**src/rtl/pc_seq.sv**
```systemverilog
module pc_seq #(
  parameter int AW = 32,
  parameter int RIDX_W = 5,
  parameter int LINK_IDX = 15,
  parameter logic [AW-1:0] RESET_VEC = '0
) (
  input  logic              clk,
  input  logic              rst,
  input  logic              adv,
  input  logic              xfer,
  input  logic [AW-1:0]     target,
  input  logic              link_req,
  output logic [AW-1:0]     fetch_addr,
  output logic              in_slot,
  output logic              link_we,
  output logic [RIDX_W-1:0] link_idx,
  output logic [AW-1:0]     link_data
);

  localparam logic [AW-1:0] WSTEP = AW'(4);

  logic [AW-1:0] pc_q, npc_q;
  logic          slot_q;

  always_ff @(posedge clk) begin
    if (rst) begin
      pc_q   <= RESET_VEC;
      npc_q  <= RESET_VEC + WSTEP;
      slot_q <= 1'b0;
    end else if (adv) begin
      pc_q   <= npc_q;
      npc_q  <= xfer ? target : npc_q + WSTEP;
      slot_q <= xfer;
    end
  end

  assign fetch_addr = pc_q;
  assign in_slot    = slot_q;
  assign link_we    = adv & xfer & link_req;
  assign link_idx   = RIDX_W'(LINK_IDX);
  assign link_data  = pc_q;

  // outside a delay slot the next fetch is always sequential
  a_r3_slot_seq: assert property (@(posedge clk) disable iff (rst)
    adv && !in_slot |=> fetch_addr == $past(fetch_addr) + WSTEP);

  a_r7_stall_hold: assert property (@(posedge clk) disable iff (rst)
    !adv |=> $stable(fetch_addr) && $stable(in_slot));

  a_r6_link_needs_adv: assert property (@(posedge clk) disable iff (rst)
    link_we |-> adv && xfer);

  a_r4_call_then_slot: assert property (@(posedge clk) disable iff (rst)
    link_we |=> in_slot);

  a_r8_slot_xfer: assert property (@(posedge clk) disable iff (rst)
    adv && xfer ##1 adv |=> fetch_addr == $past(target, 2));

endmodule

```
**config.mk**
```make
export PLATFORM = sky130hd
export DESIGN_NAME = pc_seq
export DESIGN_NICKNAME = d
export VERILOG_FILES = /design/src/rtl/pc_seq.sv
export SDC_FILE = /design/constraint.sdc
export NUM_CORES = 1
export LEC_CHECK = 0
export BUFFER_PORTS_ARGS = -buffer_cell sky130_fd_sc_hd__buf_4
export CELL_PAD_IN_SITES_DETAIL_PLACEMENT = 1
export CELL_PAD_IN_SITES_GLOBAL_PLACEMENT = 1
export CORE_MARGIN = 3
export CORE_UTILIZATION = 34
export DETAILED_ROUTE_END_ITERATION = 8
export GPL_TIMING_DRIVEN = 0
export PLACE_DENSITY = 0.75
export SKIP_CTS_REPAIR_TIMING = 1
export SLEW_MARGIN = 10
export SYNTH_ARGS = -nofsm -noshare
export SYNTH_HDL_FRONTEND = slang
export SYNTH_SLANG_ARGS = --single-unit
```
**constraint.sdc**
```tcl
create_clock -name clk -period 2.3 [get_ports clk]
set_input_delay 0.345 -clock clk [delete_from_list [all_inputs] [get_ports clk]]
set_output_delay 0.345 -clock clk [all_outputs]
set_load 0.01 [all_outputs]
```
# Word-level counts from Yosys, hierarchy flattened
# Cells that the tools add are included.
# Widths: inputs -> output; s select.
[totals] ff_bits=65 input_bits=37 out_inout_bits=71 elab_cells=7
[op_classes] add_sub_neg=1 mux=1 bitwise=2
[op_table] operator="$add 32x3->32 const B" n=1
[op_table] operator="$mux 32" n=1
[op_table] operator="$and 1x1->1" n=2

# Depth between registers and ports, before layout
# Gate-level depths: netlist of the first run.
[logic_depth] word_depth=2 depth_mapped=6 depth_no_buf=5

# Worst setup path after synthesis of the first run
# OpenSTA, ideal clock, no wires.
[synth_path] kind="reg2reg" startpoint="reg npc_q[2]" endpoint="reg npc_q[30]" setup_time_ps=122 arrival_ps=2157 t_required_ps=2178 setup_slack_ps=22 path_stages_with_launch=6 n_path_buf=0 period_less_slack_ps=2278 cell_sequence="dfxtp_1 ha_1 nand4_4 or4_4 or4_1 o311a_1"
[synth_via] elab_chain_len=2
[synth_lines] item="from (decl)" line_no="22" rtl="logic [AW-1:0] pc_q, npc_q;"
[synth_lines] item="from (signal assigned)" line_no="28" rtl="npc_q <= RESET_VEC + WSTEP;"
[synth_lines] item="from (signal assigned)" line_no="32" rtl="npc_q <= xfer ? target : npc_q + WSTEP;"
[synth_lines] item="$add 32x3->32" line_no="32"
[synth_lines] item="$mux 32" line_no="32"
# Every way passes these cells.
# A chain may end at the register's enable or synchronous reset.

# Worst setup path in the final report of the first run
[layout_path] startpoint="reg npc_q[3]" endpoint="reg npc_q[30]"
# Same word-level chain as after synthesis.

==> impl_results.rst, run 1 <==
.. list-table::
   :header-rows: 1

   * - Metric
     - Value
   * - Setup-violating endpoint count in the final report
     - 0
   * - Starting density of the core
     - 35.18%
   * - Standard-cell rows
     - 37
   * - Number of CTS-inserted buffers
     - 9
   * - Routed length per placed instance
     - 19.03 um
   * - Total Routed Length
     - 13190 um
   * - GR Util met2
     - 36.57%
   * - Cell-by-cell listing of the critical path
     - ha_4, nand4_4, or4_4, or4_1, o311a_1
   * - Half-perimeter wire length after detailed placement
     - 9486 um
   * - Kind of cell adding the most delay to the critical path
     - simple AND/OR/NAND/NOR gates
   * - Post-route worst setup slack
     - 51.46 ps
   * - Type of destination of the critical path
     - flip-flop
   * - Floorplan Core Area
     - 0.01037 mm2
   * - Required time of the critical path
     - 2530 ps
   * - Top Ports
     - 108
   * - Number of diodes added for antenna fixing
     - 0
   * - Count of state elements after synthesis
     - 65
   * - Number of antenna violations at the first check in global routing
     - 0
   * - Number of levels in the clock H-tree
     - 3
   * - Post-synthesis area per instance
     - 8.407 um2
   * - Final worst clock skew
     - 9.715 ps
   * - Final Max Tran Viols
     - 0
   * - Synth unique cells
     - 56
   * - Count of mapped cells out of synthesis
     - 434
   * - Clock tree from TritonCTS
     - done
   * - Maximum number of pins on one net before global-route repair
     - 11
   * - Clock insertion delay at the later pin of the skew report
     - 350 ps
   * - Final-stage net count
     - 590
   * - Crit Path Max Fanout
     - 6
   * - Count of buffers from port buffering
     - 102
   * - Avg Vias per Cell
     - 5.509
   * - Congestion Overflow GR
     - 0
   * - Timing startpoint of the critical path
     - npc_q[3]$_SDFFE_PP0P_
   * - Worst hold-check path type
     - input pin to flip-flop
   * - Setup TNS
     - 0 ps
   * - Antenna Nets Post-Route
     - 0
   * - Top FF cell, synth
     - sky130_fd_sc_hd__dfxtp_1
   * - Maximum resistive drop on vdd
     - 271.3 uV
   * - Clk root buf
     - sky130_fd_sc_hd__clkbuf_8
   * - Number of synthesized flops with an enable pin
     - 0
   * - Met3 usage
     - 4.463%
   * - Synth-to-Final Area Change
     - 33.71%
   * - Last weighted congestion value of the routability-driven placer
     - 0.8966
   * - Relative slew slack
     - 45.85%
   * - Static leakage power
     - 2.068 nW
   * - First-pass GRT wire length
     - 20220 um
   * - Syn. warnings
     - 0
   * - Start of the worst register-to-register path
     - npc_q[3]$_SDFFE_PP0P_
   * - Proportion of register bits with asynchronous set or reset after synthesis
     - 0%
   * - Horizontal die dimension
     - 109.6 um
   * - Fraction of layout cells with a size suffix above 1
     - 31.60%
   * - Fmax achieved
     - 444.7 MHz
   * - Number of global-route vias before repair
     - 3850
   * - GRT Max-Usage Layer
     - met2
   * - Number of maximum-capacitance violations
     - 0
   * - Delay of the slowest critical-path stage
     - 590 ps
   * - Standard cell with the maximum stage delay on the critical path
     - sky130_fd_sc_hd__or4_4
   * - Hold path startpoint
     - target[4]
   * - Number of endpoints with negative hold slack in the final report
     - 0
   * - Global Route met1 Usage
     - 28.86%
   * - Total via count in the routed design
     - 3818
   * - Power density of the placed cells
     - 580.0 mW/mm2
   * - Type of the setup path with the least slack
     - flip-flop to flip-flop
   * - R2r setup slk
     - 50 ps
   * - Sequential fraction of the synthesis area
     - 35.67%
   * - Pre-CTS worst setup slack
     - -251.4 ps
   * - Count of unresolved DRC violations after routing
     - 0
   * - Clock slew at the register clock pins of the worst setup and hold paths
     - 70 ps
   * - Worst slew pin tran
     - 812.2 ps
   * - First-pass detailed-route iteration total
     - 5
   * - Kind of launch point of the worst setup path
     - flip-flop
   * - Worst Path Arrival
     - 2470 ps
   * - Detailed Route Iter0 Violations
     - 281
   * - CP bufs+invs
     - 0
   * - Die Height
     - 109.6 um
   * - Final critical path time including I/O delays and setup
     - 2249 ps
   * - Die Footprint
     - 0.01201 mm2
   * - Overall global routing resource usage
     - 22.02%
   * - Post-synthesis instance area
     - 0.003648 mm2
   * - Final clock period utilization by the worst path
     - 97.76%
   * - Outcome
     - complete, no violations
   * - Buffers from clock root to sink, at most
     - 2
   * - Clk sink count
     - 65
-- report_power, final --
part / leakage [nW] / switching (mW) / internal (mW)
Clock: 0.111 / 0.446 / 0.672
Sequential: 0.532 / 0.0572 / 1.18
Combinational: 1.43 / 0.255 / 0.218
Total: 2.07 / 0.759 / 2.07
-- area by class of cell --
| type | instances | area (um2) |
|---|---|---|
| clock buffers | 14 | 162.7 |
| plain buffers | 75 | 447.9 |
| multi-input cells | 289 | 1917 |
| repair buffers | 104 | 780.7 |
| inverters | 8 | 30.03 |
| fillers | 1280 | 5492 |
| flip-flops and latches | 65 | 1310 |
| well taps | 136 | 170.2 |
| clock inverters | 2 | 60.06 |
-- through the flow --
| step | hold WS [ps] | cells | power [mW] | util (%) | cell area (um2) |
|---|---|---|---|---|---|
| finish | 245.5 | 693 | 2.829 | 47.04 | 4878 |
| global route | 252.0 | 693 | 2.946 | 47.04 | 4878 |
| CTS | 244.4 | 691 | 2.837 | 46.46 | 4818 |
| detailed placement | 457.5 | 675 | 1.724 | 44.32 | 4596 |
| global placement | 441.4 | 675 | 1.709 | 44.32 | 4596 |
| floorplan | 436.0 | 437 | 1.514 | - | 3660 |
-- synthesized netlist by cell type, types with 3 or more instances --
| cell | instances | share of area, % |
|---|---|---|
| sky130_fd_sc_hd__a21oi_1 | 12 | 1.6 |
| sky130_fd_sc_hd__a211oi_1 | 5 | 1.0 |
| sky130_fd_sc_hd__buf_2 | 6 | 0.82 |
| sky130_fd_sc_hd__dfxtp_1 | 65 | 36 |
| sky130_fd_sc_hd__and4_1 | 3 | 0.72 |
| sky130_fd_sc_hd__a22oi_1 | 14 | 2.9 |
| sky130_fd_sc_hd__and3_1 | 9 | 1.5 |
| sky130_fd_sc_hd__o31ai_1 | 4 | 0.82 |
| sky130_fd_sc_hd__nand3_1 | 14 | 1.9 |
| sky130_fd_sc_hd__nor2_1 | 45 | 4.6 |
| sky130_fd_sc_hd__o221ai_1 | 8 | 1.9 |
| sky130_fd_sc_hd__and2_1 | 4 | 0.69 |
| sky130_fd_sc_hd__nand2_1 | 25 | 2.6 |
| sky130_fd_sc_hd__nor2b_1 | 3 | 0.51 |
| sky130_fd_sc_hd__buf_4 | 39 | 8.0 |
| sky130_fd_sc_hd__or4_1 | 4 | 0.82 |
| sky130_fd_sc_hd__o211ai_1 | 4 | 0.82 |
| sky130_fd_sc_hd__clkbuf_1 | 27 | 2.8 |
| sky130_fd_sc_hd__or3_1 | 3 | 0.51 |
| sky130_fd_sc_hd__nor3_1 | 11 | 1.5 |
| sky130_fd_sc_hd__nor4_1 | 9 | 1.5 |
| sky130_fd_sc_hd__a31oi_1 | 6 | 1.0 |
| sky130_fd_sc_hd__nand4_1 | 12 | 2.1 |
| sky130_fd_sc_hd__nand2b_1 | 3 | 0.51 |
| sky130_fd_sc_hd__o22ai_1 | 6 | 1.0 |
| sky130_fd_sc_hd__inv_1 | 6 | 0.62 |
| sky130_fd_sc_hd__mux2i_1 | 39 | 11 |
| sky130_fd_sc_hd__o21ai_0 | 9 | 1.2 |
| sky130_fd_sc_hd__o41ai_1 | 3 | 0.72 |
-- sequential cells by signal (all words and copies together) (netlist names) --
register    flops
fetch_addr     32
npc_q          32
in_slot         1
-- cells in the final DEF (no fill, tap or decap), types with 5 or more instances in the layout --
cell,netlist,layout
sky130_fd_sc_hd__o221ai_1,8,8
sky130_fd_sc_hd__nand2_1,25,25
sky130_fd_sc_hd__a211oi_1,5,5
sky130_fd_sc_hd__and3_1,9,9
sky130_fd_sc_hd__o21ai_0,9,9
sky130_fd_sc_hd__o22ai_1,6,6
sky130_fd_sc_hd__nand4_1,12,12
sky130_fd_sc_hd__a21oi_1,12,12
sky130_fd_sc_hd__nand3_1,14,14
sky130_fd_sc_hd__inv_1,6,6
sky130_fd_sc_hd__nor4_1,9,7
sky130_fd_sc_hd__nor2_1,45,45
sky130_fd_sc_hd__conb_1,2,5
sky130_fd_sc_hd__dfxtp_1,65,60
sky130_fd_sc_hd__buf_4,39,144
sky130_fd_sc_hd__a31oi_1,6,6
sky130_fd_sc_hd__mux2i_1,39,39
sky130_fd_sc_hd__nor3_1,11,11
sky130_fd_sc_hd__clkbuf_1,27,30
sky130_fd_sc_hd__a22oi_1,14,14
sky130_fd_sc_hd__clkbuf_8,0,11
-- cells by family after synthesis --
| kind of cell | synth area share (%) |
|---|---|
| DFF | 35.67 |
| and+or+nand+nor | 23.08 |
| AOI/OAI and AO/OA | 16.91 |
| muxes | 11.01 |
| buffers and inverters | 12.79 |
| adders and majority gates | 0.3429 |
| other | 0.2058 |
-- layer usage --
metal  part of all wire [%]  vias to the layer above
li1                       -                     1794
met1                     44                     1853
met2                     48                      146
met3                    5.6                       25
met4                    2.4                        0
met5                      0                        -
-- path summary, 6_finish.rpt --
kind	to	cells after the start
max reg2reg	npc_q[30]$_SDFFE_PP0P_	5
max	npc_q[30]$_SDFFE_PP0P_	5
min	npc_q[4]$_SDFFE_PP0P_	3
min reg2reg	npc_q[1]$_SDFFE_PP0P_	2
-- tightest hold or removal path, delay by kind of cell --
family,cells,cell delay (ps)
simple gates,1,80
compound gates,1,60
buf+inv,1,80
No activity file was read; power rests on OpenSTA's default activity.
==> inputs of run 2 (changes only) <==
Settings changed: CORE_MARGIN 3 to not set, SETUP_SLACK_MARGIN set to 0.15.
==> run 2 against run 1 <==
- power is 5.3% lower
- sequential share of layout area is 0.24 points lower
- global-route usage is 2.1 points higher
- clock skew hardly changed
- sequential power hardly changed
- setup slack better by 62 ps
- hold slack worse by 15 ps
- clock-buffer cell count is 1 lower
- combinational power is 5.1% higher
- die area is 7.2% lower
- first-iteration DRC count is 16% lower
- final cell count is 1.4% higher
- critical endpoint unchanged
- largest cell class unchanged
- largest power group unchanged
==> impl_results.rst, run 2 (synthesized netlist as in run 1, its figures left out) <==
.. list-table::
   :header-rows: 1

   * - Metric
     - Value
   * - Synth-to-Final Area Change
     - 35.80%
   * - Final critical path time including I/O delays and setup
     - 2186 ps
   * - Routed length per placed instance
     - 19.19 um
   * - Register share of total power
     - 46.1%
   * - Final worst clock skew
     - 9.401 ps
   * - CP bufs+invs
     - 1
   * - Clock slew at the register clock pins of the worst setup and hold paths
     - 80 ps
   * - Horizontal die dimension
     - 105.6 um
   * - Number of global-route vias before repair
     - 3839
   * - Detailed Route Iter0 Violations
     - 236
   * - Total Routed Length
     - 13490 um
   * - Internal power
     - 1.886 mW
   * - Most repeated library cell on the critical path
     - sky130_fd_sc_hd__or4_4
   * - Avg Vias per Cell
     - 5.586
   * - Crit Path Max Fanout
     - 8
   * - Number of antenna violations at the first check in global routing
     - 0
   * - Number of endpoints with negative hold slack in the final report
     - 0
   * - Unrepaired setup endpoints after global routing
     - true
   * - Required time of the critical path
     - 2560 ps
   * - Clock insertion delay at the later pin of the skew report
     - 370 ps
   * - Maximum number of pins on one net before global-route repair
     - 11
   * - Final cell utilization of the core
     - 47.78%
   * - Leading cell types in the layout, fill and taps excluded
     - 154 x sky130_fd_sc_hd__buf_4, 55 x sky130_fd_sc_hd__dfxtp_1, 45 x sky130_fd_sc_hd__nor2_1
   * - Type of the setup path with the least slack
     - flip-flop to flip-flop
   * - Setup-violating endpoint count in the final report
     - 0
   * - Net switching component of the power
     - 0.7950 mW
   * - Power density of the placed cells
     - 541.1 mW/mm2
   * - Number of CTS-inserted buffers
     - 9
   * - Antenna Nets Post-Route
     - 0
   * - Combinational power share
     - 18.5%
   * - Number of diodes added for antenna fixing
     - 0
   * - Die Footprint
     - 0.01115 mm2
   * - Worst slew pin tran
     - 830.0 ps
   * - Number of maximum-capacitance violations
     - 0
   * - Clock tree from TritonCTS
     - done
   * - Standard-cell rows
     - 37
   * - Static leakage power
     - 2.133 nW
   * - Final clock period utilization by the worst path
     - 95.06%
   * - Delay of the slowest critical-path stage
     - 570 ps
   * - Top Ports
     - 108
   * - Kind of launch point of the worst setup path
     - flip-flop
   * - Worst Path Arrival
     - 2450 ps
   * - Final-stage net count
     - 601
   * - Maximum resistive drop on vdd
     - 260.2 uV
   * - Count of buffers from port buffering
     - 102
   * - Buffers from clock root to sink, at most
     - 2
   * - Power share of the clock group
     - 35.4%
   * - Final Max Tran Viols
     - 0
   * - Hold path cells
     - 3
   * - Depth of the worst register-to-register path
     - 5
   * - Overall global routing resource usage
     - 24.11%
   * - Fmax achieved
     - 457.4 MHz
   * - Floorplan Core Area
     - 0.01037 mm2
   * - Overall power after layout
     - 2.681 mW
   * - Clk sink count
     - 65
   * - Standard cell with the maximum stage delay on the critical path
     - sky130_fd_sc_hd__or4_4
   * - Outcome
     - complete, no violations
   * - Relative slew slack
     - 44.67%
   * - Fraction of layout cells with a size suffix above 1
     - 34.92%
   * - Worst hold-check path type
     - input pin to flip-flop
   * - Half-perimeter wire length after detailed placement
     - 9516 um
   * - Count of unresolved DRC violations after routing
     - 0
   * - First-pass detailed-route iteration total
     - 5
   * - Cell-by-cell listing of the critical path
     - clkbuf_4, nand4_4, or4_4, or4_4, o311a_1
   * - Number of gates on the worst path with buffers counted
     - 5
   * - First-pass GRT wire length
     - 20600 um
   * - Last weighted congestion value of the routability-driven placer
     - 0.8797
   * - Type of destination of the critical path
     - flip-flop
   * - Switching fraction of total power
     - 29.65%
   * - Clk root buf
     - sky130_fd_sc_hd__clkbuf_8
   * - Most common cell after layout, fill and taps aside
     - sky130_fd_sc_hd__buf_4
   * - Die Height
     - 105.6 um
   * - Number of levels in the clock H-tree
     - 3
   * - Starting density of the core
     - 35.18%
   * - Congestion Overflow GR
     - 0
   * - Kind of cell adding the most delay to the critical path
     - simple AND/OR/NAND/NOR gates
   * - Total via count in the routed design
     - 3927
run 2: cell count changes in the layout (fill, tap and decap cells not counted), moves of 2 or more:
cell / delta
sky130_fd_sc_hd__dfxtp_1: -5
sky130_fd_sc_hd__buf_4: +10
sky130_fd_sc_hd__clkbuf_1: -6
sky130_fd_sc_hd__bufinv_16: -2
sky130_fd_sc_hd__nor4_2: -2
sky130_fd_sc_hd__clkbuf_2: +3
sky130_fd_sc_hd__clkbuf_4: +2
sky130_fd_sc_hd__dfxtp_2: +4
run 2: power groups by stage:
stage	Clock [mW]	Sequential (mW)	Combinational [mW]
6_report	0.949	1.24	0.497
5_1_grt	1.01	1.24	0.534
4_1_cts	0.955	1.24	0.467
3_5_place_dp	0	1.26	0.465
3_3_place_gp	0	1.26	0.452
2_1_floorplan	0	1.25	0.264
run 2: worst register-to-register path, cell delays in order (launching register included):
cell	delay, ps
sky130_fd_sc_hd__dfxtp_1	310
sky130_fd_sc_hd__clkbuf_4	180
sky130_fd_sc_hd__nand4_4	150
sky130_fd_sc_hd__or4_4	570
sky130_fd_sc_hd__or4_4	560
sky130_fd_sc_hd__o311a_1	300
run 2: final cells by class:
type / instances / area (um2)
timing repair buffer: 115 / 863.3
clock inverter: 2 / 12.51
tap: 136 / 170.2
buffer: 75 / 461.7
inverter: 8 / 30.03
sequential: 65 / 1319
clock buffer: 13 / 168.9
fill: 1289 / 5415
multi-input combinational: 289 / 1929
run 2: final timing paths:
| kind | end | start | slack (ps) |
|---|---|---|---|
| setup reg to reg | npc_q[30]$_SDFFE_PP0P_ | npc_q[10]$_SDFFE_PP0P_ | 110 |
| hold / removal | npc_q[1]$_SDFFE_PP0P_ | target[1] | 230 |
| setup / recovery | npc_q[30]$_SDFFE_PP0P_ | npc_q[10]$_SDFFE_PP0P_ | 110 |
| hold reg to reg | npc_q[1]$_SDFFE_PP0P_ | npc_q[1]$_SDFFE_PP0P_ | 460 |
run 2: per-layer routing:
layer	part of all wire [%]	GRT usage (%)	vias to the layer above	wire length (um)
met5	0	0	-	0
met2	47	39.71	189	6368
met4	2.3	9.425	0	304
met3	7.7	4.700	24	1033
met1	43	31.00	1907	5789
li1	-	-	1807	-
run 2: per-stage QoR:
stage               area (um2)  setup TNS [ps]  setup WS, ps  std cells  hold WS (ps)
floorplan                 3675               0         150.6        437         436.0
CTS                       4792          -198.4        -156.4        690         234.1
global placement          4611          -62.75        -62.75        675         441.3
global route              4955               0         72.36        703         226.7
finish                    4955               0         113.6        703         230.7
detailed placement        4611          -163.3        -144.9        675         456.3
